File: config.mk
export PLATFORM = sky130hd
export DESIGN_NAME = pll_lock_monitor
export DESIGN_NICKNAME = d
export VERILOG_FILES = /design/src/rtl/plm_pkg.sv /design/src/rtl/plm_window.sv /design/src/rtl/plm_edge_watch.sv /design/src/rtl/plm_qualify.sv /design/src/rtl/pll_lock_monitor.sv
export SDC_FILE = /design/constraint.sdc
export NUM_CORES = 1
export LEC_CHECK = 0
export BUFFER_PORTS_ARGS = -buffer_cell sky130_fd_sc_hd__buf_2
export CORE_ASPECT_RATIO = 1.4
export CORE_MARGIN = 5
export CORE_UTILIZATION = 25
export CTS_CLUSTER_SIZE = 8
export DETAILED_ROUTE_END_ITERATION = 8
export GPL_TIMING_DRIVEN = 1
export PLACE_DENSITY = 0.51
export SYNTH_ARGS = -nofsm -noshare
export SYNTH_HDL_FRONTEND = slang
export SYNTH_HIERARCHICAL = 1
export SYNTH_SLANG_ARGS = --single-unit
export TNS_END_PERCENT = 10
File: constraint.sdc
create_clock -name clk -period 2.9 [get_ports clk]
set_input_delay 0.145 -clock clk [delete_from_list [all_inputs] [get_ports clk]]
set_output_delay 0.145 -clock clk [all_outputs]
set_load 0.02 [all_outputs]
File: src/rtl/plm_pkg.sv
package plm_pkg;
   // Full scale of an unsigned code of the given width.
   function automatic int unsigned full_scale(input int unsigned w);
      return (32'd1 << w) - 32'd1;
   endfunction

   // Lowest in-window code: one tenth of full scale.
   function automatic int unsigned low_limit(input int unsigned w);
      return full_scale(w) / 10;
   endfunction

   // Highest in-window code: full scale minus one tenth.
   function automatic int unsigned high_limit(input int unsigned w);
      return full_scale(w) - (full_scale(w) / 10);
   endfunction

   localparam int unsigned NUM_DET = 2;   // detector inputs watched
   localparam int unsigned IDX_REF = 0;
   localparam int unsigned IDX_OSC = 1;
endpackage

File: src/rtl/plm_window.sv
module plm_window #(
   parameter int unsigned CW_W = 12
) (
   input  logic            clk,
   input  logic            rst,
   input  logic            valid,
   input  logic [CW_W-1:0] code,
   output logic            sample_bad,
   output logic            oow_q
);
   localparam logic [CW_W-1:0] LO_LIM = CW_W'(plm_pkg::low_limit(CW_W));
   localparam logic [CW_W-1:0] HI_LIM = CW_W'(plm_pkg::high_limit(CW_W));

   assign sample_bad = (code < LO_LIM) || (code > HI_LIM);

   always_ff @(posedge clk) begin
      if (rst)        oow_q <= 1'b0;
      else if (valid) oow_q <= sample_bad;
   end
endmodule

File: src/rtl/plm_edge_watch.sv
module plm_edge_watch #(
   parameter int unsigned SYNC_STAGES = 2,
   parameter int unsigned ACT_LIMIT   = 1000
) (
   input  logic clk,
   input  logic rst,
   input  logic sig_in,
   output logic missing
);
   localparam int unsigned CNT_W = $clog2(ACT_LIMIT + 1);
   localparam logic [CNT_W-1:0] LIM = CNT_W'(ACT_LIMIT);

   // pipe[0..SYNC_STAGES-1] synchronise, pipe[SYNC_STAGES] holds the prior value
   logic [SYNC_STAGES:0] pipe;
   logic                 rise;
   logic [CNT_W-1:0]     gap_cnt;

   always_ff @(posedge clk) begin
      if (rst) pipe <= '1;   // a level high at reset release is not an edge
      else     pipe <= {pipe[SYNC_STAGES-1:0], sig_in};
   end

   assign rise = pipe[SYNC_STAGES-1] & ~pipe[SYNC_STAGES];

   always_ff @(posedge clk) begin
      if (rst) begin
         gap_cnt <= '0;
         missing <= 1'b1;
      end else if (rise) begin
         gap_cnt <= '0;
         missing <= 1'b0;
      end else if (gap_cnt == LIM) begin
         missing <= 1'b1;
      end else begin
         gap_cnt <= gap_cnt + 1'b1;
      end
   end
endmodule

File: src/rtl/plm_qualify.sv
module plm_qualify #(
   parameter int unsigned QUAL_COUNT = 256
) (
   input  logic clk,
   input  logic rst,
   input  logic sample_valid,
   input  logic sample_bad,
   input  logic input_lost,
   output logic locked
);
   localparam int unsigned QW = $clog2(QUAL_COUNT + 1);
   localparam logic [QW-1:0] LAST = QW'(QUAL_COUNT - 1);

   logic [QW-1:0] good_cnt;
   logic          fault;

   assign fault = input_lost || (sample_valid && sample_bad);

   always_ff @(posedge clk) begin
      if (rst || fault) begin
         good_cnt <= '0;
         locked   <= 1'b0;
      end else if (sample_valid && !locked) begin
         if (good_cnt == LAST) locked <= 1'b1;
         else                  good_cnt <= good_cnt + 1'b1;
      end
   end
endmodule

File: src/rtl/pll_lock_monitor.sv
module pll_lock_monitor #(
   parameter int unsigned CW_W        = 12,
   parameter int unsigned QUAL_COUNT  = 256,
   parameter int unsigned ACT_LIMIT   = 1000,
   parameter int unsigned SYNC_STAGES = 2
) (
   input  logic            clk,
   input  logic            rst,
   input  logic            cw_valid,
   input  logic [CW_W-1:0] cw_code,
   input  logic            ref_in,
   input  logic            osc_in,
   output logic            locked,
   output logic            out_of_window,
   output logic            ref_missing,
   output logic            osc_missing
);
   import plm_pkg::*;

   if (CW_W < 4 || CW_W > 24) begin : g_bad_cw
      $error("CW_W must be 4..24");
   end
   if (QUAL_COUNT < 1) begin : g_bad_qual
      $error("QUAL_COUNT must be at least 1");
   end
   if (ACT_LIMIT < 2) begin : g_bad_act
      $error("ACT_LIMIT must be at least 2");
   end
   if (SYNC_STAGES < 2) begin : g_bad_sync
      $error("SYNC_STAGES must be at least 2");
   end

   logic               sample_bad;
   logic [NUM_DET-1:0] det_in;
   logic [NUM_DET-1:0] det_missing;

   assign det_in[IDX_REF] = ref_in;
   assign det_in[IDX_OSC] = osc_in;

   plm_window #(.CW_W(CW_W)) win_i (
      .clk(clk), .rst(rst), .valid(cw_valid), .code(cw_code),
      .sample_bad(sample_bad), .oow_q(out_of_window)
   );

   for (genvar i = 0; i < NUM_DET; i++) begin : g_watch
      plm_edge_watch #(.SYNC_STAGES(SYNC_STAGES), .ACT_LIMIT(ACT_LIMIT)) watch_i (
         .clk(clk), .rst(rst), .sig_in(det_in[i]), .missing(det_missing[i])
      );
   end

   plm_qualify #(.QUAL_COUNT(QUAL_COUNT)) qual_i (
      .clk(clk), .rst(rst), .sample_valid(cw_valid), .sample_bad(sample_bad),
      .input_lost(|det_missing), .locked(locked)
   );

   assign ref_missing = det_missing[IDX_REF];
   assign osc_missing = det_missing[IDX_OSC];
endmodule

==> metrics, run 1 <==
gr usage total 9.35%; die area a little over 9000 sq um; clk sinks 39; sw power between 0.2 and 0.25 mW; Post-CTS Setup Bufs 0; Cells after DPL 320; FF+latch count, synth 39; reg-to-reg startpoint qual_i/good_cnt[0]$_SDFFE_PP0P_; vias per cell 4.77; crit path buf inv count 0; layout cells sized above 1 18.6%; largest net degree at the start of global routing 14; clk root buf clkbuf_8; Sw Share 24.4%; worst hold slack around 37 ps; met1 Usage GRT 10.9%; io pins 21; Cell Pwr Density about 460 nW/um^2; Avg WL per Cell 11.6 microns; Worst Setup SP qual_i/good_cnt[0]$_SDFFE_PP0P_; Final Cell Area 2130 sq um; commonest cells after routing, fill and taps aside 39 x dfxtp_1, 22 x a21oi_1, 20 x buf_2, 14 x inv_1; Worst slew margin approximately two thirds; cts hold-fix bufs 0; worst endpoint data arrival time 2280 ps; Mapped Cells between 200 and 250; initial core utilization 25.5%; IO buf count 20; core area 7270 sq um; fmax 485 MHz; status completed; # setup viols final 0; gr busiest metal met2; post-synthesis sequential area ratio 42.2%; reg-to-reg critical path endpoint qual_i/good_cnt[5]$_SDFFE_PP0P_; RD Place Congestion 0.758; Clk pwr share between 30 and 40%; first-pass iteration count of the detailed router 4; Syn Nets between 200 and 250; clock skew roughly 9.0 ps; WP depth 7; drt initial violations 76; CP Data Required Time 3120 ps; max cap viols 0; clock edge transition at the registers on the reported setup and hold paths 80 ps; Slew Viols, Final 0; ANT cells 0; Pleak 0.692 nW; slowest CP cell or4_1; routed wire length between 3000 and 4000 microns; number of global-route vias before repair 1,590; post-cts resize count 0; initial antenna violation count 0; asr flop ratio synth 0%; area delta synth->final 15.3%; CTS max path bufs 2; internal power 0.747 mW; critical setup path kind flop to flop; CP Capture Type flop; Comb power frac 6.9%; Mean Syn Cell Area about 9 sq um; yosys warns 6; Mapped Area 1850 sq um; fin crit period just over 2000 ps; Die X 82.7 microns; crit path max fanout 13; most used cell, CP ha_1; num rows 37; TritonCTS Buffers 5; post-route ant nets 0; met2 Usage GRT 16.0%; residual DRC count 0; crit share post-route 71.1%; Seq pwr share between 50% and 60%; total gr overflow 0; Peak VDD IR 0.000213 V; htree depth 2; DP HPWL ~2800 microns; Fin. Hold Viols 0; worst-path cell chain ha_1 > nand3_1 > nor2_1 > ha_1 > or3b_4 > or4_1 > a21oi_1; R2R Setup Slk 840 ps; CTS tree yes; crit-path leading delay family simple AND/OR/NAND/NOR gates; reg2reg path depth 7; Worst Tran Pin Value between 500 and 600 ps; global-route wire length before repair 6980 microns; Setup Total Neg Slack 0 ps; RSZ-0062 raised after global routing false; worst slack, placed 847 ps; Area after DPL 2050 sq um; Die Ht 112 microns; Hold Path Class input pin to flop; Cell Count, Final, Fillers Out approximately 330; Setup WS post-layout 837 ps; CP endpoint qual_i/good_cnt[5]$_SDFFE_PP0P_; Netlist cell types 40; final net count 253; Main synth FF type dfxtp_1; slowest cell delay on critical path 480 ps; clk_lat worst skew roughly 290 ps; total number of vias 1,566; EDFF count, synth 0; commonest non-fill, non-tap cell in the layout dfxtp_1; met3 Use GR between 2 and 2.5%; Startpoint Class flop
flip-flops by register name (all words and copies together) (netlist names):
| name | count |
|---|---|
| qual_i/locked | 1 |
| g_watch.watch_i/missing | 2 |
| win_i/oow_q | 1 |
| g_watch.watch_i/gap_cnt | 20 |
| g_watch.watch_i/pipe | 6 |
| qual_i/good_cnt | 9 |
through the flow:
stage | total power, mW | utilization [%]
floorplan | 0.614 | -
detailed placement | 0.642 | 28.2
global placement | 0.641 | 28.2
finish | 0.988 | 29.4
CTS | 1.01 | 29.4
global route | 1.04 | 29.4
worst min path at each step:
stage,start,to,slack [ps],cells after the start
final,ref_in,g_watch[0].watch_i/pipe[0]$_SDFF_PP1_,40,2
after global routing,ref_in,g_watch[0].watch_i/pipe[0]$_SDFF_PP1_,20,2
after CTS,ref_in,g_watch[0].watch_i/pipe[0]$_SDFF_PP1_,20,2
after detailed placement,ref_in,g_watch[0].watch_i/pipe[0]$_SDFF_PP1_,330,2
after global placement,ref_in,g_watch[0].watch_i/pipe[0]$_SDFF_PP1_,330,2
after floorplan,rst,win_i/oow_q$_SDFFE_PP0P_,210,1
worst register-to-register path, stage by stage, from the launching register on:
cell and delay [ps]:
dfxtp_1 340, ha_1 230, nand3_1 90, nor2_1 40
ha_1 210, or3b_4 450, or4_1 480, a21oi_1 160
power groups by stage:
stage | sequential [mW] | combinational (mW) | clock, mW
finish | 0.560 | 0.0684 | 0.360
global route | 0.562 | 0.0802 | 0.396
CTS | 0.560 | 0.0694 | 0.378
detailed placement | 0.573 | 0.0693 | 0
global placement | 0.573 | 0.0682 | 0
floorplan | 0.572 | 0.0419 | 0
kinds of logic (layout without fill, tap and decap cells):
logic type | count (synthesis) | after routing | synth area share [%]
buf+inv | 18 | 42 | 4.06
xor+xnor | 5 | 5 | 2.37
flops | 39 | 39 | 42.2
fa+ha+maj | 6 | 6 | 4.06
compound gates | 56 | 56 | 19.3
simple gates | 83 | 83 | 28.1
per-layer routing:
layer  up-vias  wire [microns]
met5         -               0
met4         0              74
met3         5             102
met2        16            1880
met1       725            1750
li1        820               -
cell type report:
| cell class | instances | area [sq um] |
|---|---|---|
| tap | 97 | 121 |
| inverter | 14 | 52.6 |
| fill | 766 | 5130 |
| sequential | 39 | 781 |
| clock buffer | 6 | 72.6 |
| timing repair buffer | 20 | 100 |
| multi-input combinational | 150 | 995 |
| clock inverter | 2 | 12.5 |
synthesized netlist by cell type, drive strengths merged, types with 2 or more instances:
cell      n  area share, %
or2b      2           0.81
a31o      2           0.95
or3       9            3.2
nand2     8            1.6
xor2      2           0.95
a21o      2           0.81
inv      14            2.8
a211o     2            1.0
and4      2           0.95
o31ai     9            3.7
a21oi    22            6.0
a211oi    2           0.81
nand2b    4            1.4
ha        6            4.1
o21ai     9            2.4
and2      2           0.68
o211ai    3            1.2
xnor2     3            1.4
or2       7            2.4
clkbuf    3           0.61
or4       7            2.8
nand4    12            4.7
o311ai    2           0.95
dfxtp    39             42
nor2      9            1.8
nor3      2           0.54
nand4bb   2            1.2
nor3b     5            2.3
nand3    10            2.7
a31oi     2           0.68
Power figures use the tool's default switching activity.
==> run 2, diff against run 1 <==
- PLACE_DENSITY: 0.51 -> 0.52
- clock period: 2.9 -> 1.73 ns (I/O delays scaled with it)
==> metrics, run 2 (synthesis gave the netlist of run 1 again) <==
Worst slew margin 69.3%; final net count 268; RD Place Congestion 0.729; slowest cell delay on critical path 500 ps; failing checks setup timing; Final Util 31.5%; Fin. Hold Viols 0; post-route ant nets 0; Die X a little over 80 microns; CTS max path bufs 2; total number of vias 1,631; number of global-route vias before repair roughly 1,600; worst endpoint data arrival time 2110 ps; DP HPWL roughly 2900 microns; initial antenna violation count 0; commonest cells after routing, fill and taps aside 37 x dfxtp_1, 21 x a21oi_1, 20 x buf_2, 14 x inv_1, 12 x buf_4; layout cells sized above 1 approximately a quarter; crit path buf inv count 0; crit path max fanout 5; Die Ht 112 microns; Setup WS post-layout -158 ps; initial core utilization about a quarter; clk_lat worst skew 290 ps; Pleak 0.766 nW; clock skew 6.09 ps; core area 7270 sq um; TritonCTS Buffers 5; clock edge transition at the registers on the reported setup and hold paths 70 ps; Reg with most FFs g_watch.watch_i/gap_cnt; Setup Total Neg Slack -764 ps; # setup viols final 6; crit share post-route 109%; largest registers g_watch.watch_i/gap_cnt: 20 flops, qual_i/good_cnt: 9 flops, g_watch.watch_i/pipe: 6 flops; num rows 37; Peak VDD IR 0.000348 V; drt initial violations 67; routed wire length 3950 microns; total gr overflow 0; io pins 21; Slew Viols, Final 0; vias per cell 4.76; Cell Pwr Density 728 nW/um^2; worst-path cell chain ha_4 > nand3_2 > nor2_1 > ha_2 > or3b_4 > or4_4 > a21oi_2; area delta synth->final 23.7%; slowest CP cell or4_4; commonest non-fill, non-tap cell in the layout dfxtp_1; Hold Path Class input pin to flop; residual DRC count 0; fmax 530 MHz; global-route wire length before repair between 7000 and 8000 microns; htree depth 2; clk sinks 39; fin crit period approximately 1900 ps; CTS tree yes; largest net degree at the start of global routing 13; status complete, but fails checks; Worst Tran Pin Value between 400 and 500 ps; clk root buf clkbuf_8; final total power 1.66 mW; die area 9250 sq um; RSZ-0062 raised after global routing true; Avg WL per Cell 11.5 microns; critical setup path kind flop to flop; worst slack, placed -201 ps; crit-path leading delay family simple AND/OR/NAND/NOR gates; CP Capture Type flop; fillers 767; Largest register FFs 20; Startpoint Class flop; ANT cells 0; first-pass iteration count of the detailed router 4; CP Data Required Time slightly below 2000 ps; max cap viols 0; gr usage total 9.59%; IO buf count 20
run 2: worst paths after layout:
path / from / to / slack [ps] / cells past startpoint
max reg2reg: qual_i/good_cnt[0]$_SDFFE_PP0P_ / qual_i/good_cnt[7]$_SDFFE_PP0P_ / -160 / 7
max: qual_i/good_cnt[0]$_SDFFE_PP0P_ / qual_i/good_cnt[7]$_SDFFE_PP0P_ / -160 / 7
min: cw_valid / win_i/oow_q$_SDFFE_PP0P_ / 90 / 2
min reg2reg: g_watch[1].watch_i/pipe[0]$_SDFF_PP1_ / g_watch[1].watch_i/pipe[1]$_SDFF_PP1_ / 410 / 1
run 2: what timing repair did:
action | in CTS | in global routing
resized for setup | 1 | 3
hold endpoints to repair | 2 | 0
setup buffers | 1 | 0
pin swaps | 1 | 0
cloned | 1 | 0
hold buffers | 2 | 0
endpoints found under the setup margin | 6 | 6
run 2: final cells by class:
type	count	area, sq um	share of cell area (%)
clock buffer	6	72.6	3.17
clock inverter	2	12.5	0.547
inverter	14	52.6	2.30
multi-input combinational	151	1040	45.3
sequential	39	783	34.2
tap	97	121	5.30
timing repair buffer	34	210	9.19
run 2: routing by layer:
layer | wire (microns) | GRT usage [%]
met5 | 0 | 0
met4 | 65 | 4.25
met3 | 90 | 2.18
met2 | 2040 | 16.5
met1 | 1760 | 10.9
run 2: through the flow:
| step | instance area [sq um] | instances | hold WS (ps) |
|---|---|---|---|
| 6_report | 2290 | 343 | 89.1 |
| 3_3_place_gp | 2150 | 331 | 271 |
| 3_5_place_dp | 2150 | 331 | 274 |
| 2_1_floorplan | 1870 | 207 | 154 |
| 4_1_cts | 2280 | 343 | 88.8 |
| 5_1_grt | 2290 | 343 | 122 |
run 2: where the power goes:
part           internal [mW]  switching, mW  total [mW]
Clock                  0.282          0.321       0.603
Sequential             0.918         0.0209       0.939
Combinational         0.0591         0.0646       0.124
